**config.mk**
```make
export PLATFORM = sky130hd
export DESIGN_NAME = ivc_top
export DESIGN_NICKNAME = d
export VERILOG_FILES = /design/src/rtl/ivc_pkg.sv /design/src/rtl/ivc_regs.sv /design/src/rtl/ivc_arbiter.sv /design/src/rtl/ivc_vector.sv /design/src/rtl/ivc_top.sv
export SDC_FILE = /design/constraint.sdc
export NUM_CORES = 1
export LEC_CHECK = 0
export BUFFER_PORTS_ARGS = -buffer_cell sky130_fd_sc_hd__buf_2
export CORE_MARGIN = 10
export CORE_UTILIZATION = 55
export DETAILED_ROUTE_END_ITERATION = 12
export HOLD_SLACK_MARGIN = 0.15
export PLACE_DENSITY_LB_ADDON = 0.05
export SKIP_CTS_REPAIR_TIMING = 1
export SYNTH_ARGS = -nofsm -noshare
export SYNTH_HDL_FRONTEND = slang
export SYNTH_SLANG_ARGS = --single-unit
export TNS_END_PERCENT = 30
```
**constraint.sdc**
```tcl
create_clock -name clk -period 43.6 [get_ports clk]
set_input_delay 6.54 -clock clk [delete_from_list [all_inputs] [get_ports clk]]
set_output_delay 6.54 -clock clk [all_outputs]
set_load 0.01 [all_outputs]
```
**src/rtl/ivc_pkg.sv**
```systemverilog
package ivc_pkg;
    localparam int REG_AW     = 5;
    localparam int WORD_W     = 16;
    localparam int VEC_W      = 21;
    localparam int BASE_W     = 13;
    localparam int IDX_W      = 7;
    localparam int CODE_W     = 2;
    localparam int MAX_REQ    = 1 << IDX_W;
    localparam int FAST_HI_W  = VEC_W - WORD_W;
    localparam int CODES_PER_WORD = WORD_W / CODE_W;

    localparam logic [REG_AW-1:0] A_BASE    = 5'd16;
    localparam logic [REG_AW-1:0] A_MATCH   = 5'd17;
    localparam logic [REG_AW-1:0] A_FAST_LO = 5'd18;
    localparam logic [REG_AW-1:0] A_FAST_HI = 5'd19;

    typedef struct packed {
        logic              valid;
        logic [CODE_W-1:0] level;
        logic [VEC_W-1:0]  addr;
    } vec_out_t;
endpackage

```
**src/rtl/ivc_regs.sv**
```systemverilog
module ivc_regs
    import ivc_pkg::*;
#(
    parameter int N_REQ = 32
) (
    input  logic                      clk,
    input  logic                      rst_n,
    input  logic                      we,
    input  logic [REG_AW-1:0]         addr,
    input  logic [WORD_W-1:0]         wdata,
    output logic [WORD_W-1:0]         rdata,
    output logic [CODE_W*N_REQ-1:0]   codes,
    output logic [BASE_W-1:0]         base,
    output logic [IDX_W-1:0]          match,
    output logic [VEC_W-1:0]          fast_vec
);
    typedef struct packed {
        logic [CODE_W*N_REQ-1:0] codes;
        logic [BASE_W-1:0]       base;
        logic [IDX_W-1:0]        match;
        logic [VEC_W-1:0]        fast;
    } reg_state_t;

    reg_state_t st_d, st_q;

    always_comb begin
        st_d = st_q;
        if (we) begin
            for (int i = 0; i < N_REQ; i++) begin
                if (addr == REG_AW'(i / CODES_PER_WORD))
                    st_d.codes[CODE_W*i +: CODE_W] =
                        wdata[CODE_W*(i % CODES_PER_WORD) +: CODE_W];
            end
            case (addr)
                A_BASE:    st_d.base = wdata[BASE_W-1:0];
                A_MATCH:   st_d.match = wdata[IDX_W-1:0];
                A_FAST_LO: st_d.fast[WORD_W-1:0] = wdata;
                A_FAST_HI: st_d.fast[VEC_W-1:WORD_W] = wdata[FAST_HI_W-1:0];
                default: ;
            endcase
        end
    end

    always_ff @(posedge clk or negedge rst_n) begin
        if (!rst_n) st_q <= '0;
        else        st_q <= st_d;
    end

    always_comb begin
        rdata = '0;
        for (int i = 0; i < N_REQ; i++) begin
            if (addr == REG_AW'(i / CODES_PER_WORD))
                rdata[CODE_W*(i % CODES_PER_WORD) +: CODE_W] =
                    st_q.codes[CODE_W*i +: CODE_W];
        end
        case (addr)
            A_BASE:    rdata = {{(WORD_W-BASE_W){1'b0}}, st_q.base};
            A_MATCH:   rdata = {{(WORD_W-IDX_W){1'b0}}, st_q.match};
            A_FAST_LO: rdata = st_q.fast[WORD_W-1:0];
            A_FAST_HI: rdata = {{(2*WORD_W-VEC_W){1'b0}}, st_q.fast[VEC_W-1:WORD_W]};
            default: ;
        endcase
    end

    assign codes    = st_q.codes;
    assign base     = st_q.base;
    assign match    = st_q.match;
    assign fast_vec = st_q.fast;
endmodule

```
**src/rtl/ivc_arbiter.sv**
```systemverilog
module ivc_arbiter
    import ivc_pkg::*;
#(
    parameter int N_REQ = 32
) (
    input  logic [N_REQ-1:0]        req,
    input  logic [CODE_W*N_REQ-1:0] codes,
    output logic                    win_valid,
    output logic [IDX_W-1:0]        win_idx,
    output logic [CODE_W-1:0]       win_code
);
    logic [CODE_W-1:0] best_code;
    logic [IDX_W-1:0]  best_idx;

    // Scan from the top index down; ">=" lets a lower index take over a tie.
    always_comb begin
        best_code = '0;
        best_idx  = '0;
        for (int i = N_REQ - 1; i >= 0; i--) begin
            if (req[i] && (codes[CODE_W*i +: CODE_W] != '0) &&
                (codes[CODE_W*i +: CODE_W] >= best_code)) begin
                best_code = codes[CODE_W*i +: CODE_W];
                best_idx  = IDX_W'(i);
            end
        end
    end

    assign win_valid = (best_code != '0);
    assign win_idx   = best_idx;
    assign win_code  = best_code;
endmodule

```
**src/rtl/ivc_vector.sv**
```systemverilog
module ivc_vector
    import ivc_pkg::*;
(
    input  logic              win_valid,
    input  logic [IDX_W-1:0]  win_idx,
    input  logic [CODE_W-1:0] win_code,
    input  logic [BASE_W-1:0] base,
    input  logic [IDX_W-1:0]  match,
    input  logic [VEC_W-1:0]  fast_vec,
    output vec_out_t          vec
);
    localparam logic [CODE_W-1:0] TOP_CODE = '1;

    logic take_fast;

    always_comb begin
        take_fast  = (win_idx == match) && (win_code == TOP_CODE);
        vec.valid  = win_valid;
        vec.level  = win_valid ? win_code - CODE_W'(1) : '0;
        if (!win_valid)     vec.addr = '0;
        else if (take_fast) vec.addr = fast_vec;
        else                vec.addr = {base, win_idx, 1'b0};
    end
endmodule

```
**src/rtl/ivc_top.sv**
```systemverilog
module ivc_top
    import ivc_pkg::*;
#(
    parameter int N_REQ = 32
) (
    input  logic                 clk,
    input  logic                 rst_n,
    input  logic [N_REQ-1:0]     irq_req,
    input  logic                 reg_we,
    input  logic [4:0]           reg_addr,
    input  logic [15:0]          reg_wdata,
    output logic [15:0]          reg_rdata,
    output logic                 vec_valid,
    output logic [1:0]           vec_level,
    output logic [20:0]          vec_addr
);
    localparam int REQ_OK = (N_REQ >= 1 && N_REQ <= MAX_REQ) ? 1 : 0;

    logic [CODE_W*N_REQ-1:0] codes;
    logic [BASE_W-1:0]       base;
    logic [IDX_W-1:0]        match;
    logic [VEC_W-1:0]        fast_vec;
    logic                    win_valid;
    logic [IDX_W-1:0]        win_idx;
    logic [CODE_W-1:0]       win_code;
    vec_out_t                next_vec;
    vec_out_t                out_d, out_q;

    generate
        if (REQ_OK == 0) begin : g_bad_n
            initial $error("N_REQ out of range");
        end
    endgenerate

    ivc_regs #(.N_REQ(N_REQ)) u_regs (
        .clk      (clk),
        .rst_n    (rst_n),
        .we       (reg_we),
        .addr     (reg_addr),
        .wdata    (reg_wdata),
        .rdata    (reg_rdata),
        .codes    (codes),
        .base     (base),
        .match    (match),
        .fast_vec (fast_vec)
    );

    ivc_arbiter #(.N_REQ(N_REQ)) u_arb (
        .req       (irq_req),
        .codes     (codes),
        .win_valid (win_valid),
        .win_idx   (win_idx),
        .win_code  (win_code)
    );

    ivc_vector u_vec (
        .win_valid (win_valid),
        .win_idx   (win_idx),
        .win_code  (win_code),
        .base      (base),
        .match     (match),
        .fast_vec  (fast_vec),
        .vec       (next_vec)
    );

    always_comb begin
        out_d = next_vec;
    end

    always_ff @(posedge clk or negedge rst_n) begin
        if (!rst_n) out_q <= '0;
        else        out_q <= out_d;
    end

    assign vec_valid = out_q.valid;
    assign vec_level = out_q.level;
    assign vec_addr  = out_q.addr;
endmodule

```
==> Word-level counts from Yosys, hierarchy flattened <==
Index checks and enable logic that the tools add are counted.
{ "op_classes": {"n_lt_le_gt_ge": 32, "n_reduce_logical": 107, "n_eq_ne": 9, "n_addsub": 1, "muxes": 100} }
{ "ops": {"columns": ["cell", "n"], "rows": [
  ["$mux 5", 32],
  ["$mux 2", 65],
  ["$reduce_bool 2->1", 33],
  ["$logic_and 1x1->1", 65],
  ["$pmux 16 s4", 1],
  ["$ge 2x2->1", 31],
  ["$mux 21", 2],
  ["$eq 5x5->1 const B", 4],
  ["$reduce_and 2->1", 8],
  ["$eq 5x2->1 const B", 2],
  ["$eq 5x7->1", 1],
  ["$eq 5x1->1 const B", 1],
  ["$logic_not 5->1", 1],
  ["$eq 2x2->1 const B", 1],
  ["$ge 2x1->1 const B", 1],
  ["$sub 2x1->2 const B", 1]
]} }
{ "word_totals": {"regBits": 129, "word_cells": 260, "inputBits": 56} }

==> Longest topological paths before layout <==
Gate-level depths: netlist of the first run.
{ "logic_depth": {"ltp_word": 101, "depth_mapped": 215} }

==> Hierarchy <==
From an unflattened synthesis of the first run, not the netlist that was laid out.
{ "unflattened": {"cells_unflattened": 976, "area_unflattened_um2": 9146.3} }
{ "by_module_without_submodules": {"columns": ["module", "area_per_inst_um2", "seq_area_each_um2", "n_inst", "cells_each"], "rows": [
  ["ivc_regs", 4855.9, 2627.5, 1, 362],
  ["ivc_arbiter", 3176.8, 0.0, 1, 508],
  ["ivc_top", 600.6, 600.6, 1, 24],
  ["ivc_vector", 513.0, 0.0, 1, 82]
]} }

==> Worst setup path after synthesis of the first run <==
No wires, ideal clock.
{ "synth_timing": {"path_kind": "input port to flip-flop", "from": "in irq_req[31]", "to": "reg out_q, in the netlist vec_addr[3]", "t_required_ps": 43475, "path_stages": 207, "path_slack_ps": 327, "arrival_ps": 43148, "path_cell_list": "and2_1 -> ha_1 -> or3b_1 -> a32o_1 -> ha_1 -> nand2b_1 -> a21oi_1 -> nand2b_1 -> or4_1 -> a22oi_1 -> ha_1 -> nand2b_1 -> nand3_1 -> o31a_1 -> nor2_1 -> a221o_1 -> nand2_1 -> ha_1 -> (+171 left out) -> a21oi_1 -> nor2b_1 -> and2_1 -> a21o_1 -> ha_1 -> nand2b_1 -> a21oi_1 -> nor2b_1 -> o21ai_1 -> nand3_2 -> nor4_2 -> mux2_4 -> o22a_1 -> or2_1 -> clkbuf_2 -> or4_4 -> buf_6 -> mux2_4"} }
{ "synth_lines": {"columns": ["element", "line", "text"], "rows": [
  ["start, declared", "ivc_top.sv:8", "input logic [N_REQ-1:0] irq_req,"],
  ["end signal, assigned", "ivc_top.sv:72", "else out_q <= out_d;"],
  ["end, declared", "ivc_top.sv:27", "vec_out_t out_d, out_q;"]
]} }

==> results of run 1 <==
[state kept, by name, summed over array words and instances, names as in the netlist]
| register | flops |
|---|---|
| vec_addr | 21 |
| u_regs.base | 13 |
| u_regs.match | 7 |
| vec_level | 2 |
| u_regs.codes | 64 |
| u_regs.fast_vec | 21 |
| vec_valid | 1 |
[cells in the final DEF, fill, tap and decap left out, types with 12 or more instances in the layout]
master / Yosys / layout
nand4_1: 27 / 27
a22oi_1: 20 / 17
clkbuf_16: 0 / 17
a21oi_1: 47 / 32
o21ai_0: 43 / 32
buf_4: 0 / 179
mux2_2: 102 / 100
nand2b_4: 0 / 30
nand2_1: 88 / 81
buf_2: 1 / 93
o41ai_1: 14 / 13
nor3_1: 21 / 19
and2_1: 23 / 17
nand3_1: 27 / 20
a21oi_2: 1 / 13
ha_1: 34 / 23
nor2_1: 52 / 47
o22ai_1: 13 / 12
mux2i_1: 23 / 22
dfrtp_1: 129 / 129
inv_1: 49 / 47
[kinds of logic (layout without fill, tap and decap cells)]
group           Yosys count  after routing  synth area share [%]
compound gates          253            253                  19.7
other cells               0              1                     0
fa+ha+maj                35             35                  4.74
flops                   129            129                  35.1
simple gates            349            349                  20.3
mux                     133            133                  16.8
buf+inv                  81            357                  3.42
[power by group through the flow]
stage / Combinational [mW] / Sequential (mW) / Clock (mW)
floorplan: 0.231 / 0.168 / 0
global placement: 0.385 / 0.178 / 0
detailed placement: 0.393 / 0.178 / 0
CTS: 0.397 / 0.177 / 0.142
global route: 0.584 / 0.182 / 0.147
finish: 0.546 / 0.180 / 0.142
[worst reg2reg max path: cells and delay by family (launching register included)]
family          cells  cell delay [ps]
mux                 5             1530
fa+ha+maj          32             8580
flops               1              420
simple gates       94            14160
buf+inv             9             1020
compound gates     73            11130
[final cells by class]
type                    count  area [sq um]
flip-flops and latches    129          3230
clock buffers              23           468
multi-input cells         770          6700
inverters                  49           184
diodes                      1          2.50
clock inverters             6           108
well taps                 220           275
fillers                  1126          3590
repair buffers            279          1910
[routing by layer]
layer	vias up	GRT usage (%)	share of wire [%]
met3	112	4.88	8.8
met4	0	8.88	3.8
met5	-	0	0
met2	499	45.9	47
met1	4751	37.7	40
li1	4284	-	-
[final timing paths]
kind                                           startpoint                endpoint  slack (ps)  cells after the start
max                                           irq_req[31]   vec_addr[3]$_DFF_PN0_         850                    214
min                        u_regs.fast_vec[6]$_DFFE_PN0P_   vec_addr[6]$_DFF_PN0_         500                      1
max reg2reg                  u_regs.codes[62]$_DFFE_PN0P_   vec_addr[3]$_DFF_PN0_        6640                    213
min reg2reg                u_regs.fast_vec[6]$_DFFE_PN0P_   vec_addr[6]$_DFF_PN0_         500                      1
max in group asynchronous                           rst_n   vec_addr[9]$_DFF_PN0_       36030                      2
min in group asynchronous                           rst_n  vec_level[0]$_DFF_PN0_        6200                      1
==> metrics.md, run 1 <==
| Metric | Value |
|---|---|
| Most used cell, CP | `nand2b_4` |
| Final cell count without fillers | `between 1k and 1.5k` |
| Total core area | `~0.016 sq mm` |
| DRC | `0` |
| Vias | `9646` |
| Design area | `about 0.013 sq mm` |
| Syn Inst Count | `between 900 and 1k` |
| Worst Setup Slack, final | `~850 ps` |
| Max-slew violation count | `0` |
| Slowest stage cell, crit path | `or4_4` |
| FF+latch count, synth | `about 130` |
| Fin Setup TNS | `0 ps` |
| Post-synth EDFFs | `0` |
| Clock-pin slew on the worst setup and hold paths | `~60 ps` |
| H-tree depth | `4` |
| Critical Path Source Type | `primary input` |
| Die X | `roughly 150 um` |
| Clk sink count | `approximately 130` |
| Wire per inst | `roughly 23 um` |
| Final setup viols | `0` |
| Final Cycle Share | `98.0%` |
| RSZ-0062 raised after global routing | `true` |
| Worst slew pin tran | `between 1000 and 1500 ps` |
| Clock Power Share | `~16%` |
| Nets@finish | `1336` |
| Sequential area share after synthesis | `approximately a third` |
| Worst Hold Slack | `around 500 ps` |
| Worst Skew | `just under 7 ps` |
| CTS Root Cell | `clkbuf_16` |
| Crit path DAT | `around 43000 ps` |
| Post-Syn Area | `around 0.009 sq mm` |
| Layout area overhead | `40.0%` |
| TritonCTS clock tree | `yes` |
| Number of cell rows | `between 40 and 50` |
| Initial core utilization | `55.8%` |
| Synth top cells by count | `dfrtp_1 (129), mux2_2 (102), nand2_1 (88)` |
| DRT Pass-1 Iters | `5` |
| Cell Int Power | `518 uW` |
| Height of the die | `approximately 150 um` |
| Ranking of synthesized cells by area | `dfrtp_1 (35%), mux2_2 (12%), ha_1 (4.6%)` |
| Max Cap Viol | `0` |
| Asr flop ratio synth | `100%` |
| Number of synthesis warnings | `0` |
| Via-to-Cell Ratio | `about 6.5` |
| Bufs and invs on worst path | `10` |
| Flop pwr share | `approximately 21%` |
| Worst Setup End Kind | `flop` |
| Critical path required time | `43900 ps` |
| DPL Wire Length | `about 25000 um` |
| Gr usage total | `between 20 and 30%` |
| Comb pwr share | `about 63%` |
| Hold/Removal Path Class | `flop to flop` |
| Relative slew margins | `roughly 28%` |
| Initial DRC Count | `1017` |
| Share of layout cells above drive strength 1 | `a little under half` |
| CP top delay family | `simple AND/OR/NAND/NOR gates` |
| Vias in the first global route | `9013` |
| Remaining Overflow, GRT | `0` |
| Area leader, netlist | `dfrtp_1` |
| Total wire length | `34100 um` |
| Worst-path fanout max | `5` |
| Max VDD drop | `0.0372 mV` |
| Util after Layout | `78.2%` |
| Pwr Density | `about 67 mW/mm^2` |
| Achievable Freq | `around 23 MHz` |
| Net Switching | `350 uW` |
| Worst stage delay on the critical path | `570 ps` |
| Crit Path Category | `primary input to flop` |
| Synth top area share | `around a third` |
| Final Hold Vio Count | `0` |
| P_leak | `5.89 nW` |
| Gpl congestion | `0.981` |
| First-pass GRT wire length | `a little under 50000 um` |
| Pin count of the biggest net entering global routing | `71` |
| Top-count cell post-synth | `dfrtp_1` |
| ANT nets after route | `0` |
| Cells after DPL | `between 1k and 1.5k` |
| Max Buffers Root-to-Sink | `2` |
| Post-synth net total | `1070` |
| Initial antenna violation count | `1` |
| Overall Power | `~870 uW` |
| Port bufs | `95` |
| Synth unique cells | `87` |
| Sw frac | `between 40% and 50%` |
| Syn Area/Cell | `around 9.4 sq um` |
| Pre-CTS WS | `-1250 ps` |
| Status | `finished clean` |
| Die area | `~0.022 sq mm` |
| Clock Latency Late Sink | `around 420 ps` |
| Num CTS Buffers | `17` |
| Post-DP Area | `between 0.01 and 0.015 sq mm` |
| Top_reg_cell synth | `dfrtp_1` |
| Min Tclk post-route | `roughly 43000 ps` |
| IO Pins | `96` |
No activity file was read; power rests on OpenSTA's default activity.
==> run 2: changes to the inputs <==
ABC_AREA = 1   (was not set)
==> run 2 against run 1 <==
  * Via count is 17% lower
  * Register-to-register slack improved by 6700 ps
  * Core utilization is 14 points lower
  * Synthesized cell count up 18%
  * Sequential cell count unchanged
  * Non-clock buffer count is 180 lower
  * Clock-buffer cell count down 4
  * Global-route usage is 3.2 points lower
==> metrics.md, run 2 <==
| Metric | Value |
|---|---|
| Synth top cells by count | `nand2_1 (389), inv_1 (145), o21ai_0 (137)` |
| Worst slew pin tran | `928 ps (-144 ps)` |
| Pin count of the biggest net entering global routing | `73 (+2.8%)` |
| Height of the die | `142 um (-4.9%)` |
| Final setup viols | `0 (unchanged)` |
| Min Tclk post-route | `35970 ps (-6770 ps)` |
| Most used cell, CP | `nand2_1` |
| FF+latch count, synth | `129 (unchanged)` |
| DRT Pass-1 Iters | `5 (unchanged)` |
| Post-DP Area | `0.00879 sq mm (-20%)` |
| Most common cell after layout, fill and taps aside | `nand2_1` |
| Hold Path Origin | `u_regs.base[3]$_DFFE_PN0P_` |
| N_diodes | `0 (-1)` |
| P_leak | `5.11 nW (-13%)` |
| Top-count cell post-synth | `nand2_1` |
| Number of cell rows | `44 (-6.4%)` |
| Nets@finish | `1335 (-0.075%)` |
| Initial core utilization | `56.3% (+0.41 points)` |
| Crit. Startpoint | `irq_req[31]` |
| Post-synth EDFFs | `0 (unchanged)` |
| ANT nets after route | `0 (unchanged)` |
| Bufs and invs on worst path | `38 (+28)` |
| Slowest stage cell, crit path | `ha_1` |
| DPL Wire Length | `19300 um (-22%)` |
| Clock Latency Late Sink | `440 ps (+20 ps)` |
| Worst stage delay on the critical path | `310 ps (-260 ps)` |
| Final Hold Vio Count | `0 (unchanged)` |
| Die X | `142 um (-4.9%)` |
| H-tree depth | `4 (unchanged)` |
| Top_reg_cell synth | `dfrtp_1` |
| IO Pins | `96 (unchanged)` |
| Critical Path Source Type | `primary input` |
| Layout area overhead | `14.9%` |
| Vias | `7977 (-17%)` |
| Flop pwr share | `30.7% (+10 points)` |
| RSZ-0062 raised after global routing | `false` |
| Synth unique cells | `45 (-48%)` |
| Commonest non-fill, non-tap cells in the layout | `nand2_1 (389), inv_1 (145), o21ai_0 (137)` |
| TritonCTS clock tree | `yes` |
| Worst Skew | `11.6 ps (+4.73 ps)` |
| Syn Inst Count | `1154 (+18%)` |
| CTS Root Cell | `clkbuf_16` |
| Util after Layout | `64.6% (-14 points)` |
| Design area | `0.00939 sq mm (-27%)` |
| Achievable Freq | `27.8 MHz (+19%)` |
| Syn Area/Cell | `7.08 sq um (-24%)` |
| Remaining Overflow, GRT | `0 (unchanged)` |
| Pwr Density | `59.2 mW/mm^2 (-12%)` |
| Synth top area share | `39.5% (+4.4 points)` |
| Asr flop ratio synth | `100% (unchanged)` |
| Initial DRC Count | `784 (-23%)` |
| Max VDD drop | `0.0325 mV (-13%)` |
| Via-to-Cell Ratio | `5.53 (-15%)` |
| First-pass GRT wire length | `39500 um (-20%)` |
| Crit Path Category | `primary input to flop` |
| Crit path DAT | `36320 ps (-6730 ps)` |
| Port bufs | `95 (unchanged)` |
| Initial antenna violation count | `0 (-1)` |
| Worst Setup Slack, final | `7630 ps (+6770 ps)` |
| Clk sink count | `129 (unchanged)` |
| Max Cap Viol | `0 (unchanged)` |
| Ranking of synthesized cells by area | `dfrtp_1 (39%), nand2_1 (18%), o21ai_0 (8.4%)` |
| Sw frac | `41.7% (+1.4 points)` |
| Vias in the first global route | `7367 (-18%)` |
| Pre-CTS WS | `7340 ps (+8590 ps)` |
| Final Cycle Share | `82.5% (-16 points)` |
| Clock-pin slew on the worst setup and hold paths | `60 ps (about the same)` |
| Largest register FFs | `64 (unchanged)` |
| Cell Int Power | `324 uW (-37%)` |
| Max Buffers Root-to-Sink | `2 (unchanged)` |
| Worst-path fanout max | `37 (+32)` |
| Status | `finished clean` |
| Post-Syn Area | `0.00818 sq mm (-11%)` |
| Die area | `0.0201 sq mm (-9.6%)` |
| Total wire length | `25000 um (-27%)` |
| Hold/Removal Path Class | `flop to flop` |
| Number of synthesis warnings | `0 (unchanged)` |
| Worst Setup End Kind | `flop` |
| Comb pwr share | `43.1% (-20 points)` |
| Fin Setup TNS | `0 ps (unchanged)` |
| Max-slew violation count | `0 (unchanged)` |
| RR Startpoint | `u_regs.codes[63]$_DFFE_PN0P_` |
| Clock Power Share | `26.2% (+9.8 points)` |
| Num CTS Buffers | `17 (unchanged)` |
| Gr usage total | `25.1% (-3.2 points)` |
| Share of layout cells above drive strength 1 | `14.5% (-32 points)` |
| Sequential area share after synthesis | `39.5% (+4.4 points)` |
| Total core area | `0.0145 sq mm (-12%)` |
| CP top delay family | `simple AND/OR/NAND/NOR gates` |
| Post-synth net total | `1244 (+16%)` |
| Wire per inst | `17.4 um (-25%)` |
| DRC | `0 (unchanged)` |
| Critical path required time | `43950 ps (+50 ps)` |
| Gpl congestion | `0.955 (-2.7%)` |
| Net Switching | `232 uW (-34%)` |
| Relative slew margins | `38.0% (+9.7 points)` |
| Area leader, netlist | `dfrtp_1` |
-- run 2: cell types whose count changed in the layout (fill, tap and decap cells not counted), moves of 18 or more --
cell,previous run,this run
buf_4,179,5
inv_1,47,145
mux2_2,100,0
mux2i_1,22,0
nand2_1,81,389
nand2b_4,30,0
nand3_1,20,99
nand4_1,27,9
o21ai_0,32,137
-- run 2: cells by family (layout without fill, tap and decap cells) --
group	after synthesis	count (layout)	share of synthesized area, %
AO/OA/AOI/OAI	215	215	15.6
XOR/XNOR	1	1	0.107
adder cells (fa/ha/maj)	34	34	5.20
buffers and inverters	184	288	8.75
flip-flops	129	129	39.5
AND/OR/NAND/NOR	591	591	30.9
-- run 2: final timing paths --
kind / end / slack [ps] / cells after the start
setup / recovery: vec_addr[8]$_DFF_PN0_ / 7630 / 253
hold / removal: u_regs.base[3]$_DFFE_PN0P_ / 490 / 2
setup reg to reg: vec_addr[8]$_DFF_PN0_ / 13300 / 254
hold reg to reg: u_regs.base[3]$_DFFE_PN0P_ / 490 / 2
max in group asynchronous: u_regs.codes[63]$_DFFE_PN0P_ / 36070 / 2
min in group asynchronous: u_regs.codes[8]$_DFFE_PN0P_ / 6240 / 1
-- run 2: layout make-up --
cell class | count | area, sq um
multi-input combinational | 841 | 4230
fill | 1404 | 5140
clock inverter | 13 | 151
clock buffer | 19 | 453
tap | 184 | 230
inverter | 157 | 589
timing repair buffer | 99 | 508
sequential | 129 | 3230
-- run 2: power by group through the flow --
stage / combinational (mW) / clock, mW / sequential, mW
after floorplan: 0.175 / 0 / 0.168
after global placement: 0.233 / 0 / 0.171
after detailed placement: 0.238 / 0 / 0.172
after CTS: 0.240 / 0.147 / 0.170
after global routing: 0.279 / 0.152 / 0.174
final: 0.239 / 0.146 / 0.171
-- run 2: metal layers --
metal | GRT usage [%] | wire, um | vias up
met4 | 8.50 | 614 | 0
met5 | 0 | 0 | -
li1 | - | - | 3961
met3 | 5.74 | 2090 | 37
met2 | 37.6 | 11000 | 296
met1 | 35.1 | 11300 | 3683
-- run 2: per-stage QoR --
stage	total power [mW]	cells	hold slack (ps)
6_report	0.556	1442	488
5_1_grt	0.605	1442	510
4_1_cts	0.556	1442	488
3_5_place_dp	0.410	1410	474
2_1_floorplan	0.344	1154	453
3_3_place_gp	0.404	1410	465
-- run 2: worst register-to-register path: cells and delay by family, from the launching register on --
kind	cells	cell delay, ps
flops	1	380
simple gates	162	15880
xor+xnor	1	180
buf+inv	38	2290
fa+ha+maj	31	8110
compound gates	22	3370
==> run 3: changes to the inputs <==
clock period = 35.2 ns   (was 43.6 ns; I/O delays follow)
==> run 3 against run 2 <==
  * Sequential power rose by 23%
  * Total power rose by 26%
  * Global-route usage fell by 0.44 points
  * Wire length rose by 0.85%
  * Largest cell class unchanged
  * Worst hold slack got worse by 1.3 ps
  * Sequential cell count did not move
  * Non-clock buffer count rose by 24
  * Clock power rose by 11%
  * Sequential share of layout area fell by 1.3 points
  * Highest routed layer unchanged
  * Die area did not move
  * Cell count rose by 1.7%
  * Combinational power rose by 36%
==> metrics.md, run 3 (same netlist as run 2, synthesis figures left out) <==
| Metric | Value |
|---|---|
| Status | `finished clean` |
| P_leak | `5.25 nW (+2.8%)` |
| Initial core utilization | `56.3% (unchanged)` |
| Final Hold Vio Count | `0 (unchanged)` |
| Slowest stage cell, crit path | `or2_2` |
| Worst-path fanout max | `19 (-49%)` |
| Worst Setup End Kind | `flop` |
| Largest register FFs | `64 (unchanged)` |
| Achievable Freq | `30.4 MHz` |
| Gr usage total | `24.7% (-0.44 points)` |
| Initial antenna violation count | `0 (unchanged)` |
| Hold/Removal Path Class | `flop to flop` |
| First-pass GRT wire length | `39200 um (-0.66%)` |
| N_diodes | `0 (unchanged)` |
| Die area | `0.0201 sq mm (unchanged)` |
| Total wire length | `25200 um (+0.85%)` |
| Worst slew pin tran | `938 ps (+9.83 ps)` |
| Wire per inst | `17.2 um (-0.80%)` |
| CP top delay family | `simple AND/OR/NAND/NOR gates` |
| Final Cycle Share | `between 90 and 100%` |
| Crit Path Category | `primary input to flop` |
| Util after Layout | `67.1% (+2.5 points)` |
| DPL Wire Length | `18900 um (-1.9%)` |
| Num CTS Buffers | `17 (unchanged)` |
| Initial DRC Count | `826 (+5.4%)` |
| Max Buffers Root-to-Sink | `2 (unchanged)` |
| Die X | `142 um (unchanged)` |
| Share of layout cells above drive strength 1 | `20.4% (+5.9 points)` |
| Pin count of the biggest net entering global routing | `70 (-4.1%)` |
| Pwr Density | `71.7 mW/mm^2 (+21%)` |
| Final cell count without fillers | `1466 (+1.7%)` |
| Bufs and invs on worst path | `38 (unchanged)` |
| Most common cell after layout, fill and taps aside | `nand2_1` |
| Gpl congestion | `0.979 (+2.6%)` |
| Height of the die | `142 um (unchanged)` |
| Port bufs | `95 (unchanged)` |
| IO Pins | `96 (unchanged)` |
| Worst stage delay on the critical path | `320 ps (about the same)` |
| Remaining Overflow, GRT | `0 (unchanged)` |
| Max-slew violation count | `0 (unchanged)` |
| Crit path DAT | `33240 ps (-3080 ps)` |
| Number of cell rows | `44 (unchanged)` |
| Max VDD drop | `0.0420 mV (+29%)` |
| Max Cap Viol | `0 (unchanged)` |
| Fill cells | `1287 (-8.3%)` |
| Most used cell, CP | `nand2_1` |
| H-tree depth | `4 (unchanged)` |
| Vias | `8221 (+3.1%)` |
| DRC | `0 (unchanged)` |
| Relative slew margins | `37.3% (-0.66 points)` |
| Clk sink count | `129 (unchanged)` |
| ANT nets after route | `0 (unchanged)` |
| Clock-pin slew on the worst setup and hold paths | `60 ps (about the same)` |
| Layout area overhead | `19.3%` |
| Vias in the first global route | `7423 (+0.76%)` |
| Commonest non-fill, non-tap cells in the layout | `nand2_1 (361), inv_1 (143), dfrtp_1 (129)` |
| Critical path required time | `35510 ps (-8440 ps)` |
| Total core area | `0.0145 sq mm (unchanged)` |
| TritonCTS clock tree | `yes` |
| DRT Pass-1 Iters | `5 (unchanged)` |
| Clock Latency Late Sink | `430 ps (about the same)` |
| Cells after DPL | `1411 (+0.071%)` |
| Worst Skew | `6.28 ps (-5.28 ps)` |
| Final setup viols | `0 (unchanged)` |
| Via-to-Cell Ratio | `5.61 (+1.4%)` |
| Critical Path Source Type | `primary input` |
| Nets@finish | `1359 (+1.8%)` |
| Min Tclk post-route | `32920 ps` |
| CTS Root Cell | `clkbuf_16` |
-- run 3: through the flow --
stage / total power [mW] / setup slack, ps / instance area (sq um) / setup TNS, ps / hold slack [ps]
6_report: 0.699 / 2280 / 9750 / 0 / 487
3_3_place_gp: 0.498 / 635 / 8790 / 0 / 466
5_1_grt: 0.760 / -303 / 9750 / -5240 / 518
2_1_floorplan: 0.426 / 3540 / 8180 / 0 / 453
3_5_place_dp: 0.507 / 140 / 8790 / 0 / 473
4_1_cts: 0.670 / 434 / 9340 / 0 / 488
-- run 3: worst paths after layout --
path,slack [ps],to,startpoint,depth (start not counted)
worst max-delay path,2280,vec_addr[1]$_DFF_PN0_,irq_req[31],255
worst min-delay path,490,u_regs.fast_vec[3]$_DFFE_PN0P_,u_regs.fast_vec[3]$_DFFE_PN0P_,2
worst max register to register,6660,vec_addr[1]$_DFF_PN0_,u_regs.codes[63]$_DFFE_PN0P_,256
worst min register to register,490,u_regs.fast_vec[3]$_DFFE_PN0P_,u_regs.fast_vec[3]$_DFFE_PN0P_,2
max in group asynchronous,28900,u_regs.fast_vec[5]$_DFFE_PN0P_,rst_n,2
min in group asynchronous,4940,vec_level[1]$_DFF_PN0_,rst_n,1
-- run 3: report_power, final --
part | switching (mW) | internal (mW) | total [mW]
registers | 0.0297 | 0.181 | 0.211
logic | 0.200 | 0.125 | 0.326
clock network | 0.0697 | 0.0926 | 0.162
-- run 3: per-layer routing --
layer  vias to the layer above  GRT usage (%)  wire [um]
met2                       330           37.5      11200
met5                         -              0          0
met1                      3824           33.7      11000
li1                       4019              -          -
met3                        48           5.04       2240
met4                         0           9.90        776
-- run 3: cell type report --
type	count	area, sq um	area share [%]
repair buffers	123	718	7.37
inverters	157	589	6.04
clock inverters	13	104	1.07
clock buffers	19	443	4.54
multi-input cells	841	4440	45.5
well taps	184	230	2.36
flip-flops and latches	129	3230	33.1
-- run 3: worst register-to-register path, delay by kind of cell (launching register included) --
family	cells	cell delay, ps
buf+inv	38	2310
xor+xnor	1	220
compound gates	21	2510
fa+ha+maj	31	8080
flops	1	410
simple gates	165	14870
